$ cat config.mk
export PLATFORM = sky130hd
export DESIGN_NAME = spi_parity_regs
export DESIGN_NICKNAME = d
export VERILOG_FILES = /design/src/rtl/spisl_pkg.sv /design/src/rtl/spisl_sync.sv /design/src/rtl/spisl_shifter.sv /design/src/rtl/spisl_regbank.sv /design/src/rtl/spi_parity_regs.sv
export SDC_FILE = /design/constraint.sdc
export NUM_CORES = 1
export LEC_CHECK = 0
export ABC_AREA = 0
export BUFFER_PORTS_ARGS = -buffer_cell sky130_fd_sc_hd__buf_4
export CAP_MARGIN = 0
export CORE_ASPECT_RATIO = 0.9
export CORE_UTILIZATION = 55
export CTS_BUF_LIST = sky130_fd_sc_hd__clkbuf_16
export DETAILED_ROUTE_END_ITERATION = 7
export PLACE_DENSITY = 0.81
export SYNTH_ARGS = -nofsm -noshare
export SYNTH_HDL_FRONTEND = slang
export SYNTH_SLANG_ARGS = --single-unit
$ cat constraint.sdc
create_clock -name clk -period 5.46 [get_ports clk]
set_clock_uncertainty 0.15 [all_clocks]
set_input_delay 0.546 -clock clk [delete_from_list [all_inputs] [get_ports clk]]
set_output_delay 0.546 -clock clk [all_outputs]
set_load 0.02 [all_outputs]
$ cat src/rtl/spisl_pkg.sv
package spisl_pkg;
  localparam int FRAME_BITS = 24;
  localparam int ADDR_BITS  = 6;
  localparam int HDR_PAR    = FRAME_BITS - 1;
  localparam int ADDR_LSB   = HDR_PAR - ADDR_BITS;
  localparam int RW_POS     = ADDR_LSB - 1;
  localparam int DAT_PAR    = RW_POS - 1;
  localparam int WDATA_BITS = DAT_PAR;
  localparam int RDATA_BITS = WDATA_BITS + 1;
  localparam int STAT_BITS  = FRAME_BITS - RDATA_BITS;
  localparam int CNT_W      = $clog2(FRAME_BITS + 1);

  typedef struct packed {
    logic [STAT_BITS-4:0] spare;
    logic                 chk_on;
    logic                 len_err;
    logic                 par_err;
  } status_t;
endpackage

$ cat src/rtl/spisl_sync.sv
module spisl_sync #(
  parameter int                WIDTH  = 3,
  parameter int                STAGES = 2,
  parameter logic [WIDTH-1:0]  INIT   = '0
) (
  input  logic             clk,
  input  logic             rst,
  input  logic [WIDTH-1:0] d,
  output logic [WIDTH-1:0] q
);
  logic [WIDTH-1:0] stage [STAGES];

  for (genvar i = 0; i < STAGES; i++) begin : g_stage
    always_ff @(posedge clk) begin
      if (rst) stage[i] <= INIT;
      else if (i == 0) stage[i] <= d;
      else stage[i] <= stage[(i == 0) ? 0 : i-1];
    end
  end

  assign q = stage[STAGES-1];
endmodule

$ cat src/rtl/spisl_shifter.sv
module spisl_shifter
  import spisl_pkg::*;
#(
  parameter int FBITS = FRAME_BITS,
  parameter int ABITS = ADDR_BITS,
  parameter int CW    = CNT_W
) (
  input  logic             clk,
  input  logic             rst,
  input  logic             sclk_s,
  input  logic             cs_n_s,
  input  logic             mosi_s,
  input  logic [FBITS-1:0] tx_word,
  output logic             cs_start,
  output logic             frame_end,
  output logic             frame_len_ok,
  output logic [FBITS-1:0] frame_word,
  output logic             addr_valid,
  output logic [ABITS-1:0] addr,
  output logic             miso
);
  localparam logic [CW-1:0] FULL_CNT  = CW'(FBITS);
  localparam logic [CW-1:0] ADDR_HIT  = CW'(ABITS);
  localparam logic [CW-1:0] FIRST_POS = CW'(FBITS - 1);

  logic          sclk_d, cs_d;
  logic          rise, fall, cs_stop;
  logic [CW-1:0] rx_cnt;
  logic [CW-1:0] tx_pos;
  logic          tx_live;

  always_ff @(posedge clk) begin
    if (rst) begin
      sclk_d <= 1'b0;
      cs_d   <= 1'b1;
    end else begin
      sclk_d <= sclk_s;
      cs_d   <= cs_n_s;
    end
  end

  assign rise     = sclk_s & ~sclk_d & ~cs_n_s;
  assign fall     = ~sclk_s & sclk_d & ~cs_n_s;
  assign cs_start = cs_d & ~cs_n_s;
  assign cs_stop  = ~cs_d & cs_n_s;

  // receive side: count and shift on falling edges
  always_ff @(posedge clk) begin
    if (rst) begin
      rx_cnt       <= '0;
      frame_word   <= '0;
      addr_valid   <= 1'b0;
      frame_end    <= 1'b0;
      frame_len_ok <= 1'b0;
    end else begin
      addr_valid <= 1'b0;
      frame_end  <= 1'b0;
      if (cs_start) rx_cnt <= '0;
      if (fall) begin
        frame_word <= {frame_word[FBITS-2:0], mosi_s};
        if (rx_cnt != '1) rx_cnt <= rx_cnt + 1'b1;
        if (rx_cnt == ADDR_HIT) addr_valid <= 1'b1;
      end
      if (cs_stop) begin
        frame_end    <= 1'b1;
        frame_len_ok <= (rx_cnt == FULL_CNT);
      end
    end
  end

  assign addr = frame_word[ABITS-1:0];

  // transmit side: launch one bit per rising edge
  always_ff @(posedge clk) begin
    if (rst) begin
      tx_pos  <= FIRST_POS;
      tx_live <= 1'b0;
      miso    <= 1'b0;
    end else if (cs_n_s) begin
      miso    <= 1'b0;
      tx_live <= 1'b0;
    end else begin
      if (cs_start) begin
        tx_pos  <= FIRST_POS;
        tx_live <= 1'b1;
      end else if (rise) begin
        miso <= tx_live ? tx_word[tx_pos] : 1'b0;
        if (tx_pos == '0) tx_live <= 1'b0;
        else tx_pos <= tx_pos - 1'b1;
      end
    end
  end
endmodule

$ cat src/rtl/spisl_regbank.sv
module spisl_regbank #(
  parameter int               ABITS     = 6,
  parameter int               DBITS     = 15,
  parameter logic [ABITS-1:0] CTRL_ADDR = '1
) (
  input  logic             clk,
  input  logic             rst,
  input  logic             we,
  input  logic [ABITS-1:0] waddr,
  input  logic [DBITS-1:0] wdata,
  input  logic             re,
  input  logic [ABITS-1:0] raddr,
  output logic [DBITS-1:0] rdata,
  output logic [DBITS-1:0] ctrl
);
  localparam int DEPTH = 1 << ABITS;

  logic [DBITS-1:0] mem [DEPTH];
  logic [DBITS-1:0] mem_q;
  logic             sel_ctrl;

  // storage without reset so that block RAM can hold it
  always_ff @(posedge clk) begin
    if (we && waddr != CTRL_ADDR) mem[waddr] <= wdata;
  end

  always_ff @(posedge clk) begin
    if (re) mem_q <= mem[raddr];
  end

  always_ff @(posedge clk) begin
    if (rst) begin
      ctrl     <= '0;
      sel_ctrl <= 1'b0;
    end else begin
      if (we && waddr == CTRL_ADDR) ctrl <= wdata;
      if (re) sel_ctrl <= (raddr == CTRL_ADDR);
    end
  end

  assign rdata = sel_ctrl ? ctrl : mem_q;
endmodule

$ cat src/rtl/spi_parity_regs.sv
module spi_parity_regs
  import spisl_pkg::*;
#(
  parameter int              SYNC_STAGES = 2,
  parameter int              PEN_BIT     = 0,
  parameter logic [ADDR_BITS-1:0] CTRL_ADDR = '1
) (
  input  logic clk,
  input  logic rst,
  input  logic sclk,
  input  logic cs_n,
  input  logic mosi,
  output logic miso
);
  logic                  sclk_s, cs_n_s, mosi_s;
  logic                  cs_start, frame_end, frame_len_ok, addr_valid;
  logic [FRAME_BITS-1:0] frame_word, tx_word;
  logic [ADDR_BITS-1:0]  addr;
  logic [WDATA_BITS-1:0] rdata, ctrl;
  logic                  rd_pend;
  logic [RDATA_BITS-1:0] rd_hold;
  status_t               status, snap;
  logic                  perr, ferr, pen;
  logic                  hdr_bad, dat_bad, chk_fail;
  logic                  wr_en;
  logic [ADDR_BITS-1:0]  wr_addr;
  logic [WDATA_BITS-1:0] wr_data;

  spisl_sync #(.WIDTH(3), .STAGES(SYNC_STAGES), .INIT(3'b010)) u_sync (
    .clk(clk), .rst(rst), .d({sclk, cs_n, mosi}), .q({sclk_s, cs_n_s, mosi_s})
  );

  spisl_shifter u_shift (
    .clk(clk), .rst(rst), .sclk_s(sclk_s), .cs_n_s(cs_n_s), .mosi_s(mosi_s),
    .tx_word(tx_word), .cs_start(cs_start), .frame_end(frame_end),
    .frame_len_ok(frame_len_ok), .frame_word(frame_word),
    .addr_valid(addr_valid), .addr(addr), .miso(miso)
  );

  spisl_regbank #(.ABITS(ADDR_BITS), .DBITS(WDATA_BITS), .CTRL_ADDR(CTRL_ADDR)) u_bank (
    .clk(clk), .rst(rst), .we(wr_en), .waddr(wr_addr), .wdata(wr_data),
    .re(addr_valid), .raddr(addr), .rdata(rdata), .ctrl(ctrl)
  );

  assign pen = ctrl[PEN_BIT];

  assign status = '{spare: '0, chk_on: pen, len_err: ferr, par_err: perr};

  // answer word: status snapshot, then the addressed content
  always_ff @(posedge clk) begin
    if (rst) begin
      rd_pend <= 1'b0;
      rd_hold <= '0;
      snap    <= '0;
    end else begin
      rd_pend <= addr_valid;
      if (rd_pend) rd_hold <= {1'b0, rdata};
      if (cs_start) snap <= status;
    end
  end

  assign tx_word = {snap, rd_hold};

  // frame decode and parity gate
  assign hdr_bad  = ^frame_word[HDR_PAR:RW_POS];
  assign dat_bad  = ^frame_word[DAT_PAR:0];
  assign chk_fail = pen & (hdr_bad | dat_bad);

  always_ff @(posedge clk) begin
    if (rst) begin
      wr_en   <= 1'b0;
      wr_addr <= '0;
      wr_data <= '0;
      perr    <= 1'b0;
      ferr    <= 1'b0;
    end else begin
      wr_en   <= frame_end & frame_len_ok & ~frame_word[RW_POS] & ~chk_fail;
      wr_addr <= frame_word[HDR_PAR-1:ADDR_LSB];
      wr_data <= frame_word[WDATA_BITS-1:0];
      if (frame_end) begin
        if (frame_len_ok) begin
          perr <= chk_fail;
          ferr <= 1'b0;
        end else begin
          ferr <= 1'b1;
        end
      end
    end
  end
endmodule

==> results by group, run 1 <==
Global route
  • Layer with the highest usage: met2
  • Met2 track demand over resource: 0.3993
  • Number of global-route vias before repair: 20970
  • Met3 global-route usage: 0.07020
  • Aggregate global routing overflow: 0
  • Met1 GRT Util: 0.3486
  • Antenna violations before repair: 2
  • Maximum number of pins on one net before global-route repair: 81
  • Global router's overall resource usage: 0.2551
  • Global-route wire length before repair: 140.9 mm

Setup path
  • Classification of the worst setup path: reg -> reg
  • Data required, critical path: 5780 ps
  • Reg2reg setup slack: 1750 ps
  • Element type at the critical path end: register
  • End of the worst register-to-register path: u_bank.mem_q[2]$_DFFE_PP_
  • Arrival time of the worst setup path: 4030 ps
  • Worst reg-to-reg path cell count: 6
  • Critical path fanouts, max: 23
  • Crit path launch type: register
  • Reg2reg start: u_shift.frame_word[4]$_SDFFE_PP0N_

Route
  • First-pass iteration count of the detailed router: 8
  • Total Routed Length: 95.69 mm
  • Post-route DRC: 0
  • Mean number of vias per cell: 6.631
  • WL per Instance: 30.15 um
  • Number of vias after detailed routing: 21050
  • Violation count after the first detailed-route iteration: 2887
  • Antenna-violating nets left: 0

Synthesis
  • Synth Area in XOR/XNOR: 0.005251
  • Synthesized cell area: 0.04122 mm2
  • Top_reg_cell synth: sky130_fd_sc_hd__edfxtp_1
  • Share of cell area taken by muxes after synthesis: 0.1405
  • Seq cells post-synth: 1081
  • Async S/R FF share, synth: 0
  • Synthesized-area fraction occupied by ao, oa, aoi and oai cells: 0.03973
  • Simple-gate share of the synthesized area: 0.03409
  • Largest family of logic cells by synthesized area: multiplexers
  • Yosys synthesis warning count: 0
  • Sequential cell area fraction in the yosys report: 0.7617
  • Number of flops mapped to enable cells by yosys: 975
  • Netlist cell types: 49
  • Fraction of the mapped netlist area in adder cells: 0.002428
  • Ranking of synthesized cells by area: sky130_fd_sc_hd__edfxtp_1, sky130_fd_sc_hd__mux4_2, sky130_fd_sc_hd__dfxtp_1, sky130_fd_sc_hd__mux2i_1, sky130_fd_sc_hd__a22oi_1
  • Count of mapped cells out of synthesis: 2069
  • Top cell type by total area after synthesis: sky130_fd_sc_hd__edfxtp_1
  • Area share of the largest cell type after synthesis: 0.7103
  • Average cell area after synthesis: 19.92 um2

Layout
  • Fraction of layout instances using a drive strength above 1: 0.2221
  • Post-synthesis to final-layout area growth: 10.53%
  • Final Net Count: 2144
  • Non-filler instance count after layout: 3174

Clocking
  • Count of H-tree levels built during CTS: 3
  • Clock sink count: 1081
  • Clock latency on the worst-skew pair: 670 ps
  • Clock edge transition at the registers on the reported setup and hold paths: 60 ps
  • Master cell of the clock root buffer: sky130_fd_sc_hd__clkbuf_16
  • Clock tree from TritonCTS: yes
  • Longest Clk Path Bufs: 3
  • CTS Buf Count: 97

Min path
  • Hold Path Class: reg -> reg
  • Hold EP: u_sync.stage[1][1]$_SDFF_PP1_
  • Hold Path Cell Cnt: 1
  • Start point of the worst min-delay path: u_sync.stage[0][1]$_SDFF_PP1_

Placement
  • Number of I/O port buffers: 5
  • Last weighted congestion value of the routability-driven placer: 0.9089
  • Placed insts: 2989
  • Placed wire-length estimate: 54.11 mm

Power and ir drop
  • Worst vdd rail ir drop: 0.2595 mV
  • Sum of internal, switching and leakage power: 15.55 mW
  • Power Dens Cells: 341.3 mW/mm2
  • Leakage dissipation: 14.93 nW

Die
  • Boundary pin count: 6
  • Die Footprint: 0.07605 mm2
  • Core Rows: 94
  • Initial standard-cell utilization of the core: 0.5599
  • Floorplan die height: 261.7 um
  • X dimension of the die: 290.6 um
  • Core Region: 0.07363 mm2

STA
  • Hold Slack: 275.6 ps
  • Max Freq: 269.2 MHz
  • Final worst-path cycle share: 0.6804
  • Worst slew margin: 0.06289
  • Post-route minimum period: 3715 ps
  • Final setup vio count: 0
  • Unrepaired setup endpoints after global routing: false
  • Transition time at the pin with the least slew margin: 1406 ps
  • Final total negative setup slack: 0 ps
  • Total count of hold-check failures in the final report: 0
  • Total count of max-transition violations in the final report: 0

Job
  • Maxcap violations: 0

Run status
  • Outcome: finished clean
## per-layer routing
metal	wire, um	share of wire
met1	35400	0.37
met2	45310	0.47
met3	11340	0.12
met4	3529	0.037
met5	109	0.0011
## flip-flops by register name (all words and copies together) (netlist names), 3 cells and up
signal              count
rd_hold                15
u_sync.stage            6
snap                    3
u_shift.rx_cnt          5
u_bank.mem_q           15
wr_addr                 6
u_shift.frame_word     24
u_shift.tx_pos          5
u_bank.mem            960
wr_data                15
u_bank.ctrl            15
## placed cells by master (no fill, tap or decap), types with 6 or more instances in the layout
cell,instances
sky130_fd_sc_hd__clkbuf_16,99
sky130_fd_sc_hd__nor2b_1,39
sky130_fd_sc_hd__clkinv_2,14
sky130_fd_sc_hd__a31oi_1,10
sky130_fd_sc_hd__a22o_1,10
sky130_fd_sc_hd__nor2_1,70
sky130_fd_sc_hd__dfxtp_1,88
sky130_fd_sc_hd__o22a_1,21
sky130_fd_sc_hd__nand3_1,16
sky130_fd_sc_hd__buf_4,59
sky130_fd_sc_hd__nor3_1,13
sky130_fd_sc_hd__xnor2_1,13
sky130_fd_sc_hd__nand2_1,88
sky130_fd_sc_hd__edfxtp_1,975
sky130_fd_sc_hd__dfxtp_2,15
sky130_fd_sc_hd__mux4_2,230
sky130_fd_sc_hd__conb_1,15
sky130_fd_sc_hd__a211oi_1,25
sky130_fd_sc_hd__nand2b_1,7
sky130_fd_sc_hd__o21ai_0,15
sky130_fd_sc_hd__a22oi_1,63
sky130_fd_sc_hd__clkinv_1,28
sky130_fd_sc_hd__ha_1,8
sky130_fd_sc_hd__a21oi_1,66
sky130_fd_sc_hd__o22ai_1,26
sky130_fd_sc_hd__nor2_2,39
sky130_fd_sc_hd__inv_1,28
sky130_fd_sc_hd__bufinv_16,6
sky130_fd_sc_hd__mux2i_1,52
## area by class of cell
type,count,area [um2]
sequential,1081,31430
fill,4750,28060
multi-input combinational,877,9299
clock buffer,99,2477
tap,960,1201
timing repair buffer,67,573.1
clock inverter,80,546.8
inverter,7,26.28
antenna,3,7.507
## per-stage QoR
step / worst slack, ps / instance area [um2] / util
global placement: 2011 / 42500 / 0.5772
finish: 1745 / 45560 / 0.6188
floorplan: 3145 / 41270 / -
CTS: 1842 / 45550 / 0.6187
detailed placement: 1927 / 42500 / 0.5772
global route: 1617 / 45550 / 0.6187
## critical path, cell delays in order, from the launching register on
cell	delay [ps]
sky130_fd_sc_hd__dfxtp_1	640
sky130_fd_sc_hd__buf_4	440
sky130_fd_sc_hd__nor2_2	1050
sky130_fd_sc_hd__a22oi_1	270
sky130_fd_sc_hd__nand3_1	320
sky130_fd_sc_hd__o21ai_0	280
sky130_fd_sc_hd__a211oi_1	340
## worst max path at each step
stage / start / endpoint / slack (ps) / depth (start not counted)
floorplan: wr_addr[5]$_SDFF_PP0_ / u_bank.mem[33][0]$_DFFE_PP_ / 3140 / 4
detailed placement: u_shift.frame_word[0]$_SDFFE_PP0N_ / u_bank.mem_q[2]$_DFFE_PP_ / 1930 / 6
finish: u_shift.frame_word[4]$_SDFFE_PP0N_ / u_bank.mem_q[2]$_DFFE_PP_ / 1750 / 6
global route: u_shift.frame_word[0]$_SDFFE_PP0N_ / u_bank.mem_q[2]$_DFFE_PP_ / 1620 / 6
CTS: u_shift.frame_word[0]$_SDFFE_PP0N_ / u_bank.mem_q[9]$_DFFE_PP_ / 1840 / 6
global placement: u_shift.frame_word[0]$_SDFFE_PP0N_ / u_bank.mem_q[9]$_DFFE_PP_ / 2010 / 6
## cells by family (layout without fill, tap and decap cells)
group           count (synthesis)  count (layout)
flops                        1081            1081
simple gates                  303             303
mux                           286             286
compound gates                245             245
buf+inv                       125             253
xor+xnor                       20              20
fa+ha+maj                       8               8
other cells                     1              18
## power by group
| part | switching, mW | leakage [nW] | internal, mW | total [mW] |
|---|---|---|---|---|
| sequential | 0.0108 | 10.5 | 8.89 | 8.91 |
| combinational | 0.0656 | 2.91 | 0.0409 | 0.107 |
| clock | 2.96 | 1.55 | 3.58 | 6.54 |
## what timing repair did
item                                   4_1_cts  5_1_grt
buffers inserted                             0        0
hold buffers                                 3        0
endpoints found under the hold margin        3        0
gates resized for setup                      0        0
## synth_stat cells (13+ instances only)
library cell and number:
sky130_fd_sc_hd__buf_2 39, sky130_fd_sc_hd__a211oi_1 25, sky130_fd_sc_hd__dfxtp_1 106, sky130_fd_sc_hd__clkbuf_1 41
sky130_fd_sc_hd__nand3_1 16, sky130_fd_sc_hd__o21ai_0 15, sky130_fd_sc_hd__nand2_1 88, sky130_fd_sc_hd__mux2i_1 52
sky130_fd_sc_hd__edfxtp_1 975, sky130_fd_sc_hd__o22ai_1 26, sky130_fd_sc_hd__nor2b_1 39, sky130_fd_sc_hd__o22a_1 21
sky130_fd_sc_hd__xnor2_1 13, sky130_fd_sc_hd__buf_4 26, sky130_fd_sc_hd__nor2_1 107, sky130_fd_sc_hd__mux4_2 230
sky130_fd_sc_hd__a21oi_1 66, sky130_fd_sc_hd__nor3_1 13, sky130_fd_sc_hd__a22oi_1 63
Note: power is estimated with default switching activity, not from simulation.
==> inputs of run 2 (changes only) <==
clock period = 3.75 ns   (was 5.46 ns; I/O delays follow)
==> run 2 against run 1 <==
Fmax grew 20%. Die area stayed put. Setup slack worse by 1100 ps. Global-route usage is 0.61 points higher. Power rose by 47%. Utilization is 0.76 points higher. Largest power group unchanged.
==> results by group, run 2 (synthesized netlist as in run 1, its figures left out) <==
Power and ir drop
  • Leakage dissipation: 14.59 nW
  • Sum of internal, switching and leakage power: 22.86 mW
  • Power Dens Cells: 495.7 mW/mm2
  • Worst vdd rail ir drop: 0.4261 mV

STA
  • Final total negative setup slack: 0 ps
  • Total count of max-transition violations in the final report: 0
  • Max Freq: 322.9 MHz
  • Worst slew margin: 0.1317
  • Transition time at the pin with the least slew margin: 1302 ps
  • Final setup vio count: 0
  • Final worst-path cycle share: 0.8258
  • Total count of hold-check failures in the final report: 0
  • Worst Setup Slack, final: 653.1 ps
  • Unrepaired setup endpoints after global routing: false
  • Post-route minimum period: 3097 ps

Placement
  • Last weighted congestion value of the routability-driven placer: 0.9304
  • Placed wire-length estimate: 56.52 mm
  • Cell area after placement: 0.04295 mm2
  • Number of I/O port buffers: 5
  • Worst slack at placement: 730.3 ps

Clocking
  • Longest Clk Path Bufs: 3
  • CTS Buf Count: 97
  • Clock latency on the worst-skew pair: 660 ps
  • Count of H-tree levels built during CTS: 3
  • Buffers inserted by post-CTS timing repair: 0
  • Master cell of the clock root buffer: sky130_fd_sc_hd__clkbuf_16
  • Clock edge transition at the registers on the reported setup and hold paths: 60 ps
  • Clock tree from TritonCTS: yes
  • Clock sink count: 1081

Setup path
  • Arrival time of the worst setup path: 3310 ps
  • Setup crit end: u_bank.mem_q[4]$_DFFE_PP_
  • Cell Chain, Critical Path: buf_12 -> buf_4 -> mux4_2 -> a22oi_1 -> nand2_1 -> o21ai_0 -> a211oi_1
  • Reg2reg setup slack: 650 ps
  • Classification of the worst setup path: reg -> reg
  • Data required, critical path: 3960 ps
  • Cell with the biggest individual delay on the critical path: sky130_fd_sc_hd__o21ai_0
  • Buf/Inv on CP: 2
  • Logic depth of the worst setup path including buffers: 7
  • Top Family by Delay on Critical Path: compound AO/OA/AOI/OAI gates
  • Element type at the critical path end: register
  • Critical path fanouts, max: 34
  • Reg2reg start: u_shift.frame_word[0]$_SDFFE_PP0N_
  • Worst setup path startpoint: u_shift.frame_word[0]$_SDFFE_PP0N_
  • End of the worst register-to-register path: u_bank.mem_q[4]$_DFFE_PP_
  • Worst reg-to-reg path cell count: 7
  • Crit path launch type: register
  • Crit-path max cell delay: 550 ps

Route
  • Post-route DRC: 0
  • Total Routed Length: 98.01 mm
  • Mean number of vias per cell: 6.632
  • Antenna-violating nets left: 0
  • First-pass iteration count of the detailed router: 5
  • WL per Instance: 30.30 um
  • Violation count after the first detailed-route iteration: 3039
  • Number of vias after detailed routing: 21450

Layout
  • Registers with the most flip-flops: u_bank.mem (960), u_shift.frame_word (24)
  • Fraction of the core area covered by cells at the end of the flow: 0.6264
  • Register with the most flip-flops: u_bank.mem
  • Fraction of layout instances using a drive strength above 1: 0.2296
  • Final Net Count: 2210
  • Final non-filler cell area: 0.04612 mm2
  • Leading cell types in the layout, fill and taps excluded: sky130_fd_sc_hd__edfxtp_1, sky130_fd_sc_hd__mux4_2, sky130_fd_sc_hd__buf_4
  • Post-synthesis to final-layout area growth: 11.88%
  • Most common cell after layout, fill and taps aside: sky130_fd_sc_hd__edfxtp_1
  • Largest register FFs: 960

Global route
  • Aggregate global routing overflow: 0
  • Global-route wire length before repair: 143.4 mm
  • Global router's overall resource usage: 0.2613
  • Number of global-route vias before repair: 21390
  • Antenna violations before repair: 4
  • Maximum number of pins on one net before global-route repair: 82

Run status
  • Outcome: finished clean

Die
  • Initial standard-cell utilization of the core: 0.5599
  • X dimension of the die: 290.6 um
  • Floorplan die height: 261.7 um
  • Core Rows: 94
  • Core Region: 0.07363 mm2
  • Die Footprint: 0.07605 mm2
  • Boundary pin count: 6

Min path
  • Hold Path Class: reg -> reg

Job
  • Maxcap violations: 0
==> run 2: cell types whose count changed in the layout (fill, tap and decap cells not counted), moves of 3 or more <==
cell / previous run / this run
sky130_fd_sc_hd__clkinv_1: 28 / 19
sky130_fd_sc_hd__nor2_2: 39 / 2
sky130_fd_sc_hd__buf_12: 5 / 11
sky130_fd_sc_hd__buf_4: 59 / 116
sky130_fd_sc_hd__nor2_1: 70 / 107
sky130_fd_sc_hd__dlygate4sd3_1: 3 / 6
sky130_fd_sc_hd__bufinv_16: 6 / 9
==> run 2: how the worst min path moves through the flow <==
stage,startpoint,end,slack [ps],cells past startpoint
after global routing,u_sync.stage[0][1]$_SDFF_PP1_,u_sync.stage[1][1]$_SDFF_PP1_,290,1
after floorplan,u_sync.stage[0][1]$_SDFF_PP1_,u_sync.stage[1][1]$_SDFF_PP1_,240,1
after detailed placement,u_sync.stage[0][1]$_SDFF_PP1_,u_sync.stage[1][1]$_SDFF_PP1_,270,1
after CTS,u_sync.stage[0][1]$_SDFF_PP1_,u_sync.stage[1][1]$_SDFF_PP1_,280,1
final,u_sync.stage[0][1]$_SDFF_PP1_,u_sync.stage[1][1]$_SDFF_PP1_,280,1
after global placement,u_sync.stage[0][1]$_SDFF_PP1_,u_sync.stage[1][1]$_SDFF_PP1_,250,1
==> run 2: what timing repair did <==
action / in CTS / in global routing
resized for setup: 0 / 0
hold buffers: 6 / 0
endpoints found under the hold margin: 8 / 0
==> run 2: power by group <==
group | switching, mW | internal [mW] | total (mW)
combinational | 0.0916 | 0.0612 | 0.153
sequential | 0.0164 | 13.0 | 13.0
clock | 4.32 | 5.42 | 9.74
==> run 2: metal layers <==
metal	track usage	vias to the layer above	share of wire
li1	-	8690	-
met1	0.3624	11000	0.37
met2	0.4135	1547	0.48
met3	0.06098	212	0.12
met4	0.09068	6	0.035
met5	0	-	0.00039
==> run 2: through the flow <==
step / instances / hold slack, ps
6_report: 3235 / 275.9
5_1_grt: 3234 / 291.6
4_1_cts: 3234 / 280.6
3_5_place_dp: 3052 / 265.1
3_3_place_gp: 3052 / 253.1
2_1_floorplan: 2083 / 239.5
==> run 2: final cells by class <==
type	instances	area (um2)
Antenna cell	1	2.502
Clock buffer	99	2477
Clock inverter	77	623.1
Fill cell	4701	27510
Inverter	7	26.28
Multi-Input combinational cell	877	9206
Sequential cell	1081	31430
Tap cell	960	1201
Timing Repair Buffer	133	1151
